<file path="config.mk">
export PLATFORM = sky130hd
export DESIGN_NAME = smb_blk_xfer
export DESIGN_NICKNAME = d
export VERILOG_FILES = /design/src/rtl/smb_blk_pkg.sv /design/src/rtl/smb_blk_buf.sv /design/src/rtl/smb_blk_ptr.sv /design/src/rtl/smb_blk_fsm.sv /design/src/rtl/smb_blk_xfer.sv
export SDC_FILE = /design/constraint.sdc
export NUM_CORES = 1
export LEC_CHECK = 0
export CAP_MARGIN = 10
export CORE_MARGIN = 8
export CORE_UTILIZATION = 63
export CTS_BUF_LIST = sky130_fd_sc_hd__clkbuf_2
export CTS_CLUSTER_SIZE = 12
export DETAILED_ROUTE_END_ITERATION = 8
export GPL_TIMING_DRIVEN = 0
export HOLD_SLACK_MARGIN = 0.15
export PLACE_DENSITY = 0.9
export SLEW_MARGIN = 25
export SYNTH_ARGS = -nofsm -noshare
export SYNTH_HDL_FRONTEND = slang
export SYNTH_HIERARCHICAL = 1
export SYNTH_SLANG_ARGS = --single-unit
</file>
<file path="constraint.sdc">
create_clock -name clk -period 4 [get_ports clk]
set_input_delay 0.8 -clock clk [delete_from_list [all_inputs] [get_ports clk]]
set_output_delay 0.8 -clock clk [all_outputs]
set_load 0.05 [all_outputs]
</file>
<file path="src/rtl/smb_blk_pkg.sv">
package smb_blk_pkg;

  typedef enum logic [2:0] {
    OP_NONE      = 3'd0,
    OP_START     = 3'd1,
    OP_SEND      = 3'd2,
    OP_RSTART    = 3'd3,
    OP_RECV      = 3'd4,
    OP_RECV_NACK = 3'd5,
    OP_STOP      = 3'd6
  } eng_op_e;

  typedef enum logic [3:0] {
    S_IDLE, S_ADDR, S_CMD, S_CNT_TX, S_RADDR, S_CNT_RX, S_DATA, S_WAIT, S_STOP
  } xfer_st_e;

  // A byte count is legal when it is non-zero and does not exceed the buffer size.
  function automatic logic count_ok(input logic [7:0] cnt, input logic [7:0] max_cnt);
    return (cnt != 8'd0) && (cnt <= max_cnt);
  endfunction

  // Interrupt point for a completed data byte.
  function automatic logic irq_due(input logic buffered, input logic last, input logic boundary);
    return !buffered || last || boundary;
  endfunction

endpackage

</file>
<file path="src/rtl/smb_blk_buf.sv">
module smb_blk_buf #(
  parameter int unsigned DEPTH = 32,
  parameter int unsigned AW    = 5,
  parameter int unsigned DW    = 8,
  parameter int unsigned NRD   = 2
) (
  input  logic                    clk,
  input  logic                    we,
  input  logic [AW-1:0]           waddr,
  input  logic [DW-1:0]           wdata,
  input  logic [NRD-1:0][AW-1:0]  raddr,
  output logic [NRD-1:0][DW-1:0]  rdata
);

  logic [DW-1:0] mem_q [DEPTH];

  always_ff @(posedge clk) begin
    if (we) mem_q[waddr] <= wdata;
  end

  for (genvar p = 0; p < NRD; p++) begin : g_rd
    assign rdata[p] = mem_q[raddr[p]];
  end

endmodule

</file>
<file path="src/rtl/smb_blk_ptr.sv">
module smb_blk_ptr #(
  parameter int unsigned DEPTH = 32,
  parameter int unsigned AW    = 5
) (
  input  logic          clk,
  input  logic          rst_n,
  input  logic          clr,
  input  logic          hold0,
  input  logic          adv,
  output logic [AW-1:0] ptr
);

  localparam logic [AW-1:0] LAST = AW'(DEPTH - 1);

  logic [AW-1:0] ptr_q;

  always_ff @(posedge clk or negedge rst_n) begin
    if (!rst_n)              ptr_q <= '0;
    else if (clr || hold0)   ptr_q <= '0;
    else if (adv)            ptr_q <= (ptr_q == LAST) ? '0 : ptr_q + AW'(1);
  end

  assign ptr = ptr_q;

  p_wrap_r1: assert property (@(posedge clk) disable iff (!rst_n)
    (adv && !clr && !hold0 && ptr_q == LAST) |=> (ptr_q == '0));

endmodule

</file>
<file path="src/rtl/smb_blk_fsm.sv">
module smb_blk_fsm
  import smb_blk_pkg::*;
#(
  parameter int unsigned DEPTH = 32,
  parameter int unsigned AW    = 5,
  parameter int unsigned DW    = 8,
  parameter int unsigned SAW   = 7
) (
  input  logic           clk,
  input  logic           rst_n,
  input  logic           start,
  input  logic           rd_mode,
  input  logic           buf_en,
  input  logic           pec_en,
  input  logic [SAW-1:0] slave_addr,
  input  logic [DW-1:0]  cmd_code,
  input  logic [DW-1:0]  byte_count,
  input  logic           irq_ack,
  input  logic           eng_done,
  input  logic [DW-1:0]  eng_rx,
  input  logic [DW-1:0]  buf_rdata,
  output logic           eng_req,
  output logic [2:0]     eng_op,
  output logic [DW-1:0]  eng_tx,
  output logic           busy,
  output logic           err,
  output logic           irq,
  output logic           store_en,
  output logic           ptr_clr,
  output logic           eptr_adv,
  output logic           buffered,
  output logic           waiting
);

  localparam logic [DW-1:0] MAX_CNT = DW'(DEPTH);

  xfer_st_e       state_q, state_d;
  logic           rd_q, buf_q;
  logic [SAW-1:0] addr_q;
  logic [DW-1:0]  cmd_q, cnt_q, moved_q;
  logic           err_q, irq_q;

  // Named internal events
  logic          start_idle, refuse, accept;
  logic          data_done, cnt_rx_done, cnt_bad;
  logic          last_byte, boundary, irq_set;
  logic [DW-1:0] moved_nx;

  assign start_idle  = start && (state_q == S_IDLE);
  assign refuse      = start_idle && !rd_mode && (pec_en || !count_ok(byte_count, MAX_CNT));
  assign accept      = start_idle && !refuse;
  assign data_done   = (state_q == S_DATA) && eng_done;
  assign cnt_rx_done = (state_q == S_CNT_RX) && eng_done;
  assign cnt_bad     = cnt_rx_done && !count_ok(eng_rx, MAX_CNT);
  assign moved_nx    = moved_q + DW'(1);
  assign last_byte   = (moved_nx == cnt_q);
  assign boundary    = (moved_nx[AW-1:0] == '0);
  assign irq_set     = refuse || cnt_bad || (data_done && irq_due(buf_q, last_byte, boundary));

  // Next state
  always_comb begin
    state_d = state_q;
    unique case (state_q)
      S_IDLE:   if (accept) state_d = S_ADDR;
      S_ADDR:   if (eng_done) state_d = S_CMD;
      S_CMD:    if (eng_done) state_d = rd_q ? S_RADDR : S_CNT_TX;
      S_CNT_TX: if (eng_done) state_d = S_DATA;
      S_RADDR:  if (eng_done) state_d = S_CNT_RX;
      S_CNT_RX: if (eng_done) state_d = cnt_bad ? S_STOP : S_DATA;
      S_DATA:   if (eng_done) state_d = last_byte ? S_STOP : (buf_q ? S_DATA : S_WAIT);
      S_WAIT:   if (irq_ack) state_d = S_DATA;
      S_STOP:   if (eng_done) state_d = S_IDLE;
      default:  state_d = S_IDLE;
    endcase
  end

  // Engine request decode
  always_comb begin
    eng_req = 1'b1;
    eng_op  = OP_NONE;
    eng_tx  = '0;
    unique case (state_q)
      S_ADDR:   begin eng_op = OP_START;  eng_tx = DW'({addr_q, 1'b0}); end
      S_CMD:    begin eng_op = OP_SEND;   eng_tx = cmd_q; end
      S_CNT_TX: begin eng_op = OP_SEND;   eng_tx = cnt_q; end
      S_RADDR:  begin eng_op = OP_RSTART; eng_tx = DW'({addr_q, 1'b1}); end
      S_CNT_RX: eng_op = OP_RECV;
      S_DATA: begin
        if (rd_q) eng_op = last_byte ? OP_RECV_NACK : OP_RECV;
        else begin eng_op = OP_SEND; eng_tx = buf_rdata; end
      end
      S_STOP:   eng_op = OP_STOP;
      default:  eng_req = 1'b0;
    endcase
  end

  always_ff @(posedge clk or negedge rst_n) begin
    if (!rst_n) begin
      state_q <= S_IDLE;
      rd_q    <= 1'b0;
      buf_q   <= 1'b1;
      addr_q  <= '0;
      cmd_q   <= '0;
      cnt_q   <= '0;
      moved_q <= '0;
      err_q   <= 1'b0;
      irq_q   <= 1'b0;
    end else begin
      state_q <= state_d;
      if (accept) begin
        rd_q    <= rd_mode;
        buf_q   <= buf_en;
        addr_q  <= slave_addr;
        cmd_q   <= cmd_code;
        cnt_q   <= rd_mode ? '0 : byte_count;
        moved_q <= '0;
      end else begin
        if (cnt_rx_done) cnt_q   <= eng_rx;
        if (data_done)   moved_q <= moved_nx;
      end
      if (refuse || cnt_bad) err_q <= 1'b1;
      else if (accept)       err_q <= 1'b0;
      if (irq_set)           irq_q <= 1'b1;
      else if (irq_ack)      irq_q <= 1'b0;
    end
  end

  assign busy     = (state_q != S_IDLE);
  assign err      = err_q;
  assign irq      = irq_q;
  assign store_en = data_done && rd_q;
  assign ptr_clr  = start_idle;
  assign eptr_adv = data_done;
  assign buffered = buf_q;
  assign waiting  = (state_q == S_WAIT);

  p_req_stable_r12: assert property (@(posedge clk) disable iff (!rst_n)
    (eng_req && !eng_done) |=> (eng_req && $stable(eng_op) && $stable(eng_tx)));

  p_refuse_quiet_r4: assert property (@(posedge clk) disable iff (!rst_n)
    refuse |=> (!eng_req && err_q && irq_q));

  p_bad_cnt_stop_r6: assert property (@(posedge clk) disable iff (!rst_n)
    cnt_bad |=> (eng_op == OP_STOP && err_q));

  p_single_stall_r8: assert property (@(posedge clk) disable iff (!rst_n)
    (data_done && !buf_q && !last_byte) |=> (!eng_req && irq_q));

  p_irq_hold_r9: assert property (@(posedge clk) disable iff (!rst_n)
    (irq_q && !irq_ack) |=> irq_q);

  p_ack_clear_r9: assert property (@(posedge clk) disable iff (!rst_n)
    (irq_q && irq_ack && !irq_set) |=> !irq_q);

  p_moved_bound_r7: assert property (@(posedge clk) disable iff (!rst_n)
    (moved_q <= MAX_CNT));

endmodule

</file>
<file path="src/rtl/smb_blk_xfer.sv">
module smb_blk_xfer
  import smb_blk_pkg::*;
#(
  parameter int unsigned DEPTH = 32,
  parameter int unsigned DW    = 8,
  parameter int unsigned SAW   = 7
) (
  input  logic           clk,
  input  logic           rst_n,
  input  logic           start,
  input  logic           rd_mode,
  input  logic           buf_en,
  input  logic           pec_en,
  input  logic [SAW-1:0] slave_addr,
  input  logic [DW-1:0]  cmd_code,
  input  logic [DW-1:0]  byte_count,
  input  logic           hw_en,
  input  logic [DW-1:0]  hw_data,
  input  logic           hr_en,
  output logic [DW-1:0]  hr_data,
  input  logic           irq_ack,
  output logic           irq,
  output logic           busy,
  output logic           err,
  output logic           eng_req,
  output logic [2:0]     eng_op,
  output logic [DW-1:0]  eng_tx,
  input  logic           eng_done,
  input  logic [DW-1:0]  eng_rx
);

  localparam int unsigned AW    = $clog2(DEPTH);
  localparam int unsigned NPTR  = 3;  // 0: host write, 1: host read, 2: engine
  localparam int unsigned P_HW  = 0;
  localparam int unsigned P_HR  = 1;
  localparam int unsigned P_ENG = 2;

  logic                     store_en, ptr_clr, eptr_adv, buffered, waiting;
  logic                     hw_ok, hr_ok, host_hold;
  logic [DW-1:0]            buf_eng_rd;
  logic [NPTR-1:0]          p_adv, p_hold;
  logic [NPTR-1:0][AW-1:0]  p_val;
  logic [1:0][AW-1:0]       rd_addr;
  logic [1:0][DW-1:0]       rd_data;
  logic                     buf_we;
  logic [AW-1:0]            buf_waddr;
  logic [DW-1:0]            buf_wdata;

  // Host access gating
  assign hw_ok     = hw_en && (!busy || waiting);
  assign hr_ok     = hr_en && !busy;
  assign host_hold = busy ? !buffered : !buf_en;

  assign p_adv[P_HW]   = hw_ok;
  assign p_adv[P_HR]   = hr_ok;
  assign p_adv[P_ENG]  = eptr_adv;
  assign p_hold[P_HW]  = host_hold;
  assign p_hold[P_HR]  = host_hold;
  assign p_hold[P_ENG] = busy && !buffered;

  for (genvar k = 0; k < NPTR; k++) begin : g_ptr
    smb_blk_ptr #(.DEPTH(DEPTH), .AW(AW)) u_ptr (
      .clk   (clk),
      .rst_n (rst_n),
      .clr   (ptr_clr),
      .hold0 (p_hold[k]),
      .adv   (p_adv[k]),
      .ptr   (p_val[k])
    );
  end

  // Engine-side stores take the write port; host writes are gated off then.
  assign buf_we    = store_en || hw_ok;
  assign buf_waddr = store_en ? p_val[P_ENG] : p_val[P_HW];
  assign buf_wdata = store_en ? eng_rx : hw_data;
  assign rd_addr[0] = p_val[P_HR];
  assign rd_addr[1] = p_val[P_ENG];

  smb_blk_buf #(.DEPTH(DEPTH), .AW(AW), .DW(DW), .NRD(2)) u_buf (
    .clk   (clk),
    .we    (buf_we),
    .waddr (buf_waddr),
    .wdata (buf_wdata),
    .raddr (rd_addr),
    .rdata (rd_data)
  );

  assign hr_data    = rd_data[0];
  assign buf_eng_rd = rd_data[1];

  smb_blk_fsm #(.DEPTH(DEPTH), .AW(AW), .DW(DW), .SAW(SAW)) u_fsm (
    .clk        (clk),
    .rst_n      (rst_n),
    .start      (start),
    .rd_mode    (rd_mode),
    .buf_en     (buf_en),
    .pec_en     (pec_en),
    .slave_addr (slave_addr),
    .cmd_code   (cmd_code),
    .byte_count (byte_count),
    .irq_ack    (irq_ack),
    .eng_done   (eng_done),
    .eng_rx     (eng_rx),
    .buf_rdata  (buf_eng_rd),
    .eng_req    (eng_req),
    .eng_op     (eng_op),
    .eng_tx     (eng_tx),
    .busy       (busy),
    .err        (err),
    .irq        (irq),
    .store_en   (store_en),
    .ptr_clr    (ptr_clr),
    .eptr_adv   (eptr_adv),
    .buffered   (buffered),
    .waiting    (waiting)
  );

  p_pec_block_r5: assert property (@(posedge clk) disable iff (!rst_n)
    $rose(busy) |-> !$past(pec_en && !rd_mode));

  p_wr_exclusive_r10: assert property (@(posedge clk) disable iff (!rst_n)
    !(store_en && hw_en && busy && !waiting && buffered) || !hw_ok);

  p_start_busy_r11: assert property (@(posedge clk) disable iff (!rst_n)
    (busy && start) |-> !ptr_clr);

endmodule

</file>
== Word-level counts from Yosys, hierarchy flattened ==
Memory sizes are Yosys's and may differ from the RTL's.
Index checks and enable logic that the tools add are counted.

* Bits of input ports: 49
* Memories: 1
* Register bits: 54
* Memory bits (writable): 256

{| class="wikitable"
|+ Memories
! name !! words !! width !! read ports !! clocked after Yosys merged registers in !! wr ports !! line !! RTL
|-
| u_buf.mem_q || 32 || 8 || 2 || 0 || 1 || smb_blk_buf.sv:15 || <nowiki>logic [DW-1:0] mem_q [DEPTH];</nowiki>
|}

* Magnitude comparators: 2
* Eq/ne operators: 21
* Add/sub/neg operators: 4
* Multiplexer cells: 43
* Reductions and logical operators: 45

{| class="wikitable"
|+ Operator list
! cell !! number
|-
| 2-to-1 mux 8 bit || 7
|-
| 2-to-1 mux 5 bit || 10
|-
| 2-to-1 mux 4 bit || 11
|-
| one-hot mux 8 bit (5 select lines) || 1
|-
| one-hot mux 4 bit (9 select lines) || 1
|-
| one-hot mux 3 bit (6 select lines) || 1
|-
| == test 4 x 3 -> 1 bit (second input constant) || 4
|-
| <= comparator 8 x 6 -> 1 bit (second input constant) || 2
|-
| != test 2 bit (second input constant) || 8
|-
| nonzero test 8 bit || 2
|-
| adder 5 x 1 -> 5 bit (second input constant) || 3
|-
| == test 5 bit (second input constant) || 3
|-
| logical AND 1 bit || 14
|-
| nonzero test 2 bit || 7
|-
| 2-to-1 mux 1 bit || 10
|-
| logical OR 1 bit || 9
|-
| AND reduction 9 bit || 1
|-
| adder 8 x 1 -> 8 bit (second input constant) || 1
|-
| == test 4 x 2 -> 1 bit (second input constant) || 2
|-
| == test 8 bit || 1
|-
| logical NOT 1 bit || 7
|-
| OR reduction 7 bit || 1
|-
| 2-to-1 mux 3 bit || 2
|-
| logical NOT 5 bit || 1
|-
| other kinds (6) || 6
|}

== Logic depth before layout (Yosys ltp) ==
Gate-level depths: netlist of run 1.

* Depth after elaboration: 9
* Gate-level depth with buffers: 9
* Gate-level depth less buffers: 8

== Hierarchy ==
The synthesis of run 1 kept the hierarchy.

{| class="wikitable"
|+ By module, submodules not included
! module !! cells each !! sequential area each (sq um) !! area each (sq um) !! instances
|-
| smb_blk_buf || 516 || 7687.4 || 11887.7 || 1
|-
| smb_blk_fsm || 264 || 977.2 || 2449.8 || 1
|-
| smb_blk_ptr || 25 || 125.1 || 275.3 || 3
|-
| smb_blk_xfer || 20 || 0.0 || 201.4 || 1
|}

== Least setup slack after synthesis of run 1 ==
OpenSTA, ideal clock, no wires.

* Path kind: reg2out
* From: register g_ptr[2].u_ptr.ptr_q[1]
* To: output eng_tx[0]
* Arrival: 2652 ps
* Path slack: 548 ps
* Stages on the path, launching flop included: 8
* Buffers on the path: 2
* Required time: 3200 ps
* Cells stage by stage: dfrtp_1 -> clkbuf_1 -> buf_1 -> mux4_2 -> mux4_2 -> mux2_2 -> nand2_1 -> o21ai_0

{| class="wikitable"
|+ RTL lines
! what !! line !! RTL
|-
| from (decl) || smb_blk_ptr.sv:15 || <nowiki>logic [AW-1:0] ptr_q;</nowiki>
|-
| from (signal assigned) || smb_blk_ptr.sv:20 || <nowiki>else if (adv) ptr_q <= (ptr_q == LAST) ? '0 : ptr_q + AW'(1);</nowiki>
|-
| to (decl) || smb_blk_xfer.sv:27 || <nowiki>output logic [DW-1:0] eng_tx,</nowiki>
|}

==> results of run 1 <==
worst min-delay path by stage:
stage,startpoint,endpoint,slack [ns],cells after the start
after global routing,rst_n,g_ptr[1].u_ptr/ptr[3]$_DFFE_PN0P_,0.28,2
after CTS,rst_n,g_ptr[1].u_ptr/ptr[3]$_DFFE_PN0P_,0.26,2
after floorplan,u_fsm/cmd_q[0]$_DFFE_PN0P_,u_fsm/cmd_q[0]$_DFFE_PN0P_,0.48,1
final,rst_n,g_ptr[1].u_ptr/ptr[3]$_DFFE_PN0P_,0.32,2
after detailed placement,u_fsm/err$_DFFE_PN0P_,u_fsm/err$_DFFE_PN0P_,0.48,2
after global placement,u_fsm/err$_DFFE_PN0P_,u_fsm/err$_DFFE_PN0P_,0.48,2
placed cells by master, fill, tap and decap left out, types with 7 or more instances in the layout:
cell type and count:
clkinv_1 25, nand3_1 10, buf_4 36, o21ai_0 18, clkdlybuf4s50_1 51, nor2_4 9
clkbuf_2 110, mux2_4 12, a21oi_1 15, nor3_1 17, mux4_2 160, nor2_2 15
buf_12 13, mux2i_1 17, xnor2_1 12, buf_8 10, mux2_2 33, nor2_1 42
nand2_1 28, clkinv_2 7, a221o_1 8, edfxtp_1 256, buf_6 19, dfrtp_1 49
layout make-up:
| class | count | share of cell area [%] |
|---|---|---|
| Multi-Input combinational cell | 503 | 34.2 |
| Inverter | 9 | 0.186 |
| Timing Repair Buffer | 111 | 6.62 |
| Tap cell | 324 | 2.23 |
| Buffer | 52 | 2.89 |
| Sequential cell | 310 | 49.7 |
| Clock buffer | 108 | 2.97 |
| Antenna cell | 1 | 0.0137 |
| Clock inverter | 39 | 1.24 |
repair_timing:
| item | CTS | global route |
|---|---|---|
| buffers inserted | 18 | 16 |
| gates cloned | 3 | 2 |
| hold endpoints to repair | 53 | 0 |
| pin swaps | 1 | 7 |
| setup endpoints to repair | 131 | 227 |
| gates resized for setup | 226 | 55 |
| hold buffers | 1 | 0 |
stage by stage:
step / util (%) / instance area, um^2 / setup WS (ns) / hold slack, ns
6_report: 75.5 / 18200 / -0.405 / 0.316
5_1_grt: 75.5 / 18200 / -0.461 / 0.278
4_1_cts: 74.1 / 17900 / -0.402 / 0.264
3_5_place_dp: 68.5 / 16500 / -0.878 / 0.484
3_3_place_gp: 68.4 / 16500 / -0.754 / 0.484
2_1_floorplan: - / 15400 / 0.548 / 0.479
power groups by stage:
stage | Clock, mW | Combinational, mW | Sequential, mW
after floorplan | 0 | 1.74 | 3.91
after global placement | 0 | 2.45 | 3.95
after detailed placement | 0 | 2.51 | 3.96
after CTS | 2.25 | 2.69 | 3.89
after global routing | 2.44 | 3.00 | 3.92
final | 2.25 | 2.89 | 3.90
sequential cells by signal, summed over array words and instances (netlist names), 4 cells and up:
name and cells:
g_ptr.u_ptr/ptr 15, u_buf/mem_q 256, u_fsm/addr_q 7, u_fsm/cmd_q 8, u_fsm/cnt_q 8, u_fsm/moved_q 8
u_fsm/state_q 4
routing by layer:
metal | up-vias | track usage, % | share of wire (%)
li1 | 4078 | - | -
met1 | 5198 | 39.6 | 33
met2 | 1062 | 47.8 | 47
met3 | 178 | 7.74 | 15
met4 | 0 | 16.3 | 5.3
met5 | - | 0 | 0
worst register-to-register path: stages, from the launching register on:
cell      delay [ns]
dfrtp_1         0.33
clkbuf_1        0.28
nor2b_1         0.33
nor3b_2         0.37
and3_1          0.38
buf_6           0.21
mux2_2          0.21
nand3_1         0.50
nor2_1          0.99
logic make-up after synthesis:
kind of cell | count (synthesis) | synth area share (%)
AO/OA/AOI/OAI | 77 | 3.58
XOR/XNOR | 19 | 1.08
AND/OR/NAND/NOR | 177 | 5.95
flip-flops | 310 | 58.8
buffers and inverters | 62 | 2.04
adder cells (fa/ha/maj) | 8 | 0.651
multiplexers | 222 | 27.9
==> flow_summary.json, run 1 <==
{
  "period_share_pct": 110,
  "reg2regPathDepth": 8,
  "ys_types": 60,
  "reg2reg_slack_ns": 0.01,
  "peakVddDrop_v": 0.000438,
  "crit_required_ns": 3.20,
  "switchingPower_mw": 3.21,
  "synthFlopType": "edfxtp_1",
  "path_delay_family": "multiplexers",
  "r2r_end": "u_buf/mem_q[7][5]$_DFFE_PP_",
  "violations": "setup timing",
  "crit_slowest_cell": "mux4_2",
  "yosysTopAreaCellShare_pct": 50.0,
  "ios": 72,
  "placed_cells": 1271,
  "synthesis.nets": 932,
  "critPathBufInv": 4,
  "chipHeight_um": 172,
  "design.die.area_um2": 29600,
  "grt_max_degree": 46,
  "power_density_nw_per_um2": 497,
  "cts_tree": "built",
  "syn_inst": 875,
  "synthMostInstantiatedCell": "edfxtp_1",
  "status": "complete, but fails checks",
  "combPwrFrac_pct": 32.0,
  "async_flop_share_pct": 17.4,
  "grt_pass1_vias": 10500,
  "finClkSkew_ns": 0.0726,
  "gp_congestion": 0.919,
  "route.detailed.drc": 0,
  "max_slew.worst_pin.slew_ns": 1.02,
  "synth_edf_count": 256,
  "grt_usage_pct": 30.6,
  "setup_viol": 16,
  "clock_path_buffers": 3,
  "fmax_mhz": 227,
  "ys_seq_elements": 310,
  "cp_data_arrival_time_ns": 3.60,
  "nFillCells": 1391,
  "crit_path_cell_trace": "buf_12 -> buf_12 -> buf_4 -> mux4_2 -> mux4_2 -> mux2_2 -> a221o_1 -> buf_4",
  "area_growth_pct": 18.5,
  "totalWireLength_mm": 46.1,
  "crit_fanout": 10,
  "seq_area_um2": 9040,
  "antenna_found_initial": 1,
  "slowest_delay_ns": 0.50,
  "hold_class": "in2async",
  "routedWlPerCell_um": 31.6,
  "antenna_left": 0,
  "cp-end-kind": "output port",
  "nNetsFinal": 1123,
  "leakagePower_nw": 6.14,
  "cts_root_buffer": "clkbuf_2",
  "cp-endpoint": "eng_tx[6]",
  "die_w_um": 172,
  "clk_pin_slew_ns": 0.12,
  "drtIter0Drc": 1746,
  "initial_core_util_pct": 63.7,
  "cts_max_level": 3,
  "avgSynthCellArea_um2": 17.6,
  "clock_latency_ns": 0.90,
  "finalHoldViolations": 0,
  "viasPerCell": 7.22,
  "maxCapViolations": 0,
  "hpwl_mm": 29.8,
  "multi_input_area_um2": 6220,
  "fin_tns_setup_ns": -3.56,
  "detail_route.first_pass.iterations": 6,
  "critical_path_class": "reg2out",
  "path_depth": 8,
  "drive_gt1_share_pct": 42.6,
  "synth_common_cells": "256 x edfxtp_1, 160 x mux4_2, 66 x nor2_1, 53 x dfrtp_1, 45 x mux2_2",
  "port_buffers": 71,
  "pwr-share-clk_pct": 24.8,
  "stdcell_count": 1457,
  "via_count": 10500,
  "grt_first_pass_wirelength_mm": 65.9,
  "switching_share_pct": 35.5,
  "ys_seq_area_share_pct": 58.8,
  "cts_sinks": 310,
  "startpoint_type": "flip-flop",
  "rsz0062_at_grt": "yes",
  "netlist_top_cells_area": "edfxtp_1 50%, mux4_2 23%, dfrtp_1 8.6%, mux2_2 3.3%, nor2_1 1.6%",
  "drv_slew": 0,
  "seqPwrFrac_pct": 43.2,
  "slew-limit-headroom_pct": 30.0,
  "yosys.area.top_type": "edfxtp_1",
  "fin_ws_ns": -0.405,
  "cts_buffers": 79,
  "grt_overflow": 0,
  "p_int_mw": 5.83,
  "yosysWarningCount": 6,
  "period_needed_ns": 4.40,
  "r2r_start": "u_fsm/state_q[2]$_DFFE_PN0P_",
  "totalPowerFinal_mw": 9.04,
  "critPathLaunch": "g_ptr[2].u_ptr/ptr[0]$_DFFE_PN0P_",
  "core-area_um2": 24100,
  "rows": 57,
  "syn_area_um2": 15400
}
No activity file was read; power rests on OpenSTA's default activity.
==> run 2, diff against run 1 <==
--- a/config.mk
+++ b/config.mk
@@ -14,8 +14,8 @@
 export GPL_TIMING_DRIVEN = 0
 export HOLD_SLACK_MARGIN = 0.15
 export PLACE_DENSITY = 0.9
+export RECOVER_POWER = 25
 export SLEW_MARGIN = 25
 export SYNTH_ARGS = -nofsm -noshare
 export SYNTH_HDL_FRONTEND = slang
-export SYNTH_HIERARCHICAL = 1
 export SYNTH_SLANG_ARGS = --single-unit
==> run 2 against run 1 <==
The flow finishes with violations (capacitance limit, slew limit, setup timing). Non-clock buffer count down 14. Register-to-register slack improved by 0.24 ns. Die area rose by 0.65%. Setup slack improved by 0.26 ns. Clock power rose by 4%. Synthesized cell count is 13% higher. Worst hold slack better by 0.10 ns. Global-route usage is essentially flat. Clock-buffer cell count is 8 higher. Synthesized area up 0.72%.
==> flow_summary.json, run 2 <==
{
  "max_slew.worst_pin.slew_ns": 2.14,
  "chipHeight_um": 173,
  "grt_pass1_vias": 10700,
  "rsz0062_at_grt": "yes",
  "clock_latency_ns": 0.95,
  "stdcell_count": 1535,
  "crit_required_ns": 3.20,
  "ys_seq_elements": 310,
  "critical_path_class": "reg2out",
  "route.detailed.drc": 0,
  "clock_path_buffers": 3,
  "fin_ws_ns": -0.147,
  "cp-end-kind": "output port",
  "route.met3.wl_mm": 6.45,
  "synthMostInstantiatedCell": "edfxtp_1",
  "nFillCells": 1434,
  "layout_commonest_cell": "edfxtp_1",
  "nNetsFinal": 1205,
  "startpoint_type": "flip-flop",
  "hold_class": "in2reg",
  "avgSynthCellArea_um2": 15.7,
  "drv_slew": 39,
  "place_area_um2": 16700,
  "layout_common_cells": "256 x edfxtp_1, 127 x mux4_2, 125 x clkbuf_2, 70 x nor2_1, 51 x dfrtp_1",
  "synthFlopType": "edfxtp_1",
  "yosys.area.top_type": "edfxtp_1",
  "gp_congestion": 0.987,
  "period_share_pct": 104,
  "routedWlPerCell_um": 30.3,
  "yosysTopAreaCellShare_pct": 49.7,
  "synth_edf_count": 256,
  "syn_area_um2": 15500,
  "design.die.area_um2": 29800,
  "ios": 72,
  "slowest_delay_ns": 0.63,
  "placed_cells": 1382,
  "largest-register": "u_buf.mem_q",
  "synthesis.nets": 1042,
  "status": "complete, but fails checks",
  "maxCapViolations": 1,
  "cts_max_level": 3,
  "initial_core_util_pct": 63.8,
  "crit_path_cell_trace": "buf_6 -> buf_12 -> buf_6 -> mux4_4 -> mux4_2 -> mux2_4 -> buf_8",
  "syn_inst": 985,
  "detail_route.first_pass.iterations": 6,
  "grt_overflow": 0,
  "antenna_left": 0,
  "finClkSkew_ns": 0.0978,
  "seq_area_um2": 9040,
  "netlist_top_cells_area": "edfxtp_1 50%, mux4_2 18%, dfrtp_1 8.6%, mux2i_1 3.5%, mux2_2 2.8%",
  "async_flop_share_pct": 17.4,
  "viasPerCell": 7.17,
  "antenna_found_initial": 3,
  "drtIter0Drc": 1662,
  "via_count": 11000,
  "top_layer": "met5",
  "fin_area_um2": 18000,
  "cts_buffers": 78,
  "fmax_mhz": 241,
  "totalWireLength_mm": 46.5,
  "crit_slowest_cell": "mux4_4",
  "clk_pin_slew_ns": 0.11,
  "wl_met1_mm": 15.9,
  "cp_data_arrival_time_ns": 3.35,
  "cts_sinks": 310,
  "port_buffers": 70,
  "finalHoldViolations": 0,
  "peakVddDrop_v": 0.000526,
  "met2_length_mm": 21.9,
  "cts_root_buffer": "clkbuf_2",
  "leakagePower_nw": 6.03,
  "setup_viol": 10,
  "multi_input_area_um2": 6390,
  "grt_first_pass_wirelength_mm": 68.7,
  "crit_fanout": 8,
  "cts_tree": "built",
  "ys_types": 64,
  "power_density_nw_per_um2": 538,
  "core-area_um2": 24200,
  "largest_reg_flops": 256,
  "die_w_um": 173,
  "slew-limit-headroom_pct": -42.5,
  "ys_seq_area_share_pct": 58.4,
  "violations": "capacitance limit, slew limit, setup timing",
  "drive_gt1_share_pct": 35.7,
  "grt_max_degree": 39,
  "rows": 57,
  "cp_common_cell": "buf_6",
  "yosysWarningCount": 0,
  "period_needed_ns": 4.15,
  "area_growth_pct": 16.6,
  "hpwl_mm": 31.5,
  "grt_usage_pct": 30.6,
  "synth_common_cells": "256 x edfxtp_1, 126 x mux4_2, 78 x nor2_1, 54 x mux2i_1, 53 x dfrtp_1"
}
## run 2: what timing repair did
action / CTS / global route
endpoints found under the setup margin: 20 / 19
hold buffers: 1 / 0
gates resized for setup: 218 / 53
setup buffers: 7 / 3
hold endpoints to repair: 53 / 0
gates cloned: 2 / 0
pin swaps: 0 / 7
## run 2: routing by layer
layer / GRT usage, % / up-vias
met5: 0 / -
met4: 13.7 / 2
met3: 9.41 / 183
met2: 48.3 / 1017
met1: 38.8 / 5401
li1: - / 4396
## run 2: through the flow
stage | hold slack [ns] | utilization, % | power, mW | setup WS, ns | TNS, ns
floorplan | 0.475 | - | 6.07 | 0.526 | 0
global placement | 0.473 | 68.4 | 7.03 | -0.545 | -5.71
finish | 0.417 | 74.4 | 9.70 | -0.147 | -0.957
global route | 0.461 | 74.4 | 10.0 | -0.202 | -2.13
CTS | 0.253 | 73.8 | 9.53 | -0.137 | -0.742
detailed placement | 0.473 | 68.9 | 7.10 | -0.680 | -7.30
## run 2: worst paths after layout
kind,slack [ns],startpoint,endpoint,depth (start not counted)
hold reg to reg,0.49,u_fsm.err$_DFFE_PN0P_,u_fsm.err$_DFFE_PN0P_,2
hold / removal,0.42,eng_done,u_fsm.state_q[3]$_DFFE_PN0P_,2
min in group asynchronous,0.52,rst_n,u_fsm.moved_q[0]$_DFFE_PN0P_,2
max in group asynchronous,0.84,rst_n,g_ptr[2].u_ptr.ptr[1]$_DFFE_PN0P_,3
setup reg to reg,0.25,u_fsm.state_q[3]$_DFFE_PN0P_,u_buf.mem_q[23][4]$_DFFE_PP_,8
setup / recovery,-0.15,g_ptr[1].u_ptr.ptr[0]$_DFFE_PN0P_,hr_data[4],7
## run 2: worst max-delay path, delay by kind of cell (launching register included)
family	cells	cell delay [ns]
flip-flops	1	0.39
multiplexers	3	1.49
buffers and inverters	4	0.60
## run 2: cell families after synthesis
family | synth area share [%]
flops | 58.4
mux | 25.1
simple gates | 6.82
compound gates | 5.78
buf+inv | 2.34
xor+xnor | 0.906
fa+ha+maj | 0.647
## run 2: where the power goes
part           total [mW]  leakage [nW]  internal [mW]  switching [mW]
sequential           3.92          2.99           3.74           0.180
clock                2.34         0.573          0.984            1.35
combinational        3.44          2.47           1.41            2.03
## run 2: final cells by class
cell class / instances / share of cell area (%)
Sequential cell: 310 / 50.1
Timing Repair Buffer: 86 / 4.76
Buffer: 63 / 2.92
Antenna cell: 2 / 0.0277
Clock inverter: 25 / 1.11
Clock buffer: 116 / 3.22
Multi-Input combinational cell: 601 / 35.4
Inverter: 8 / 0.187
Tap cell: 324 / 2.25
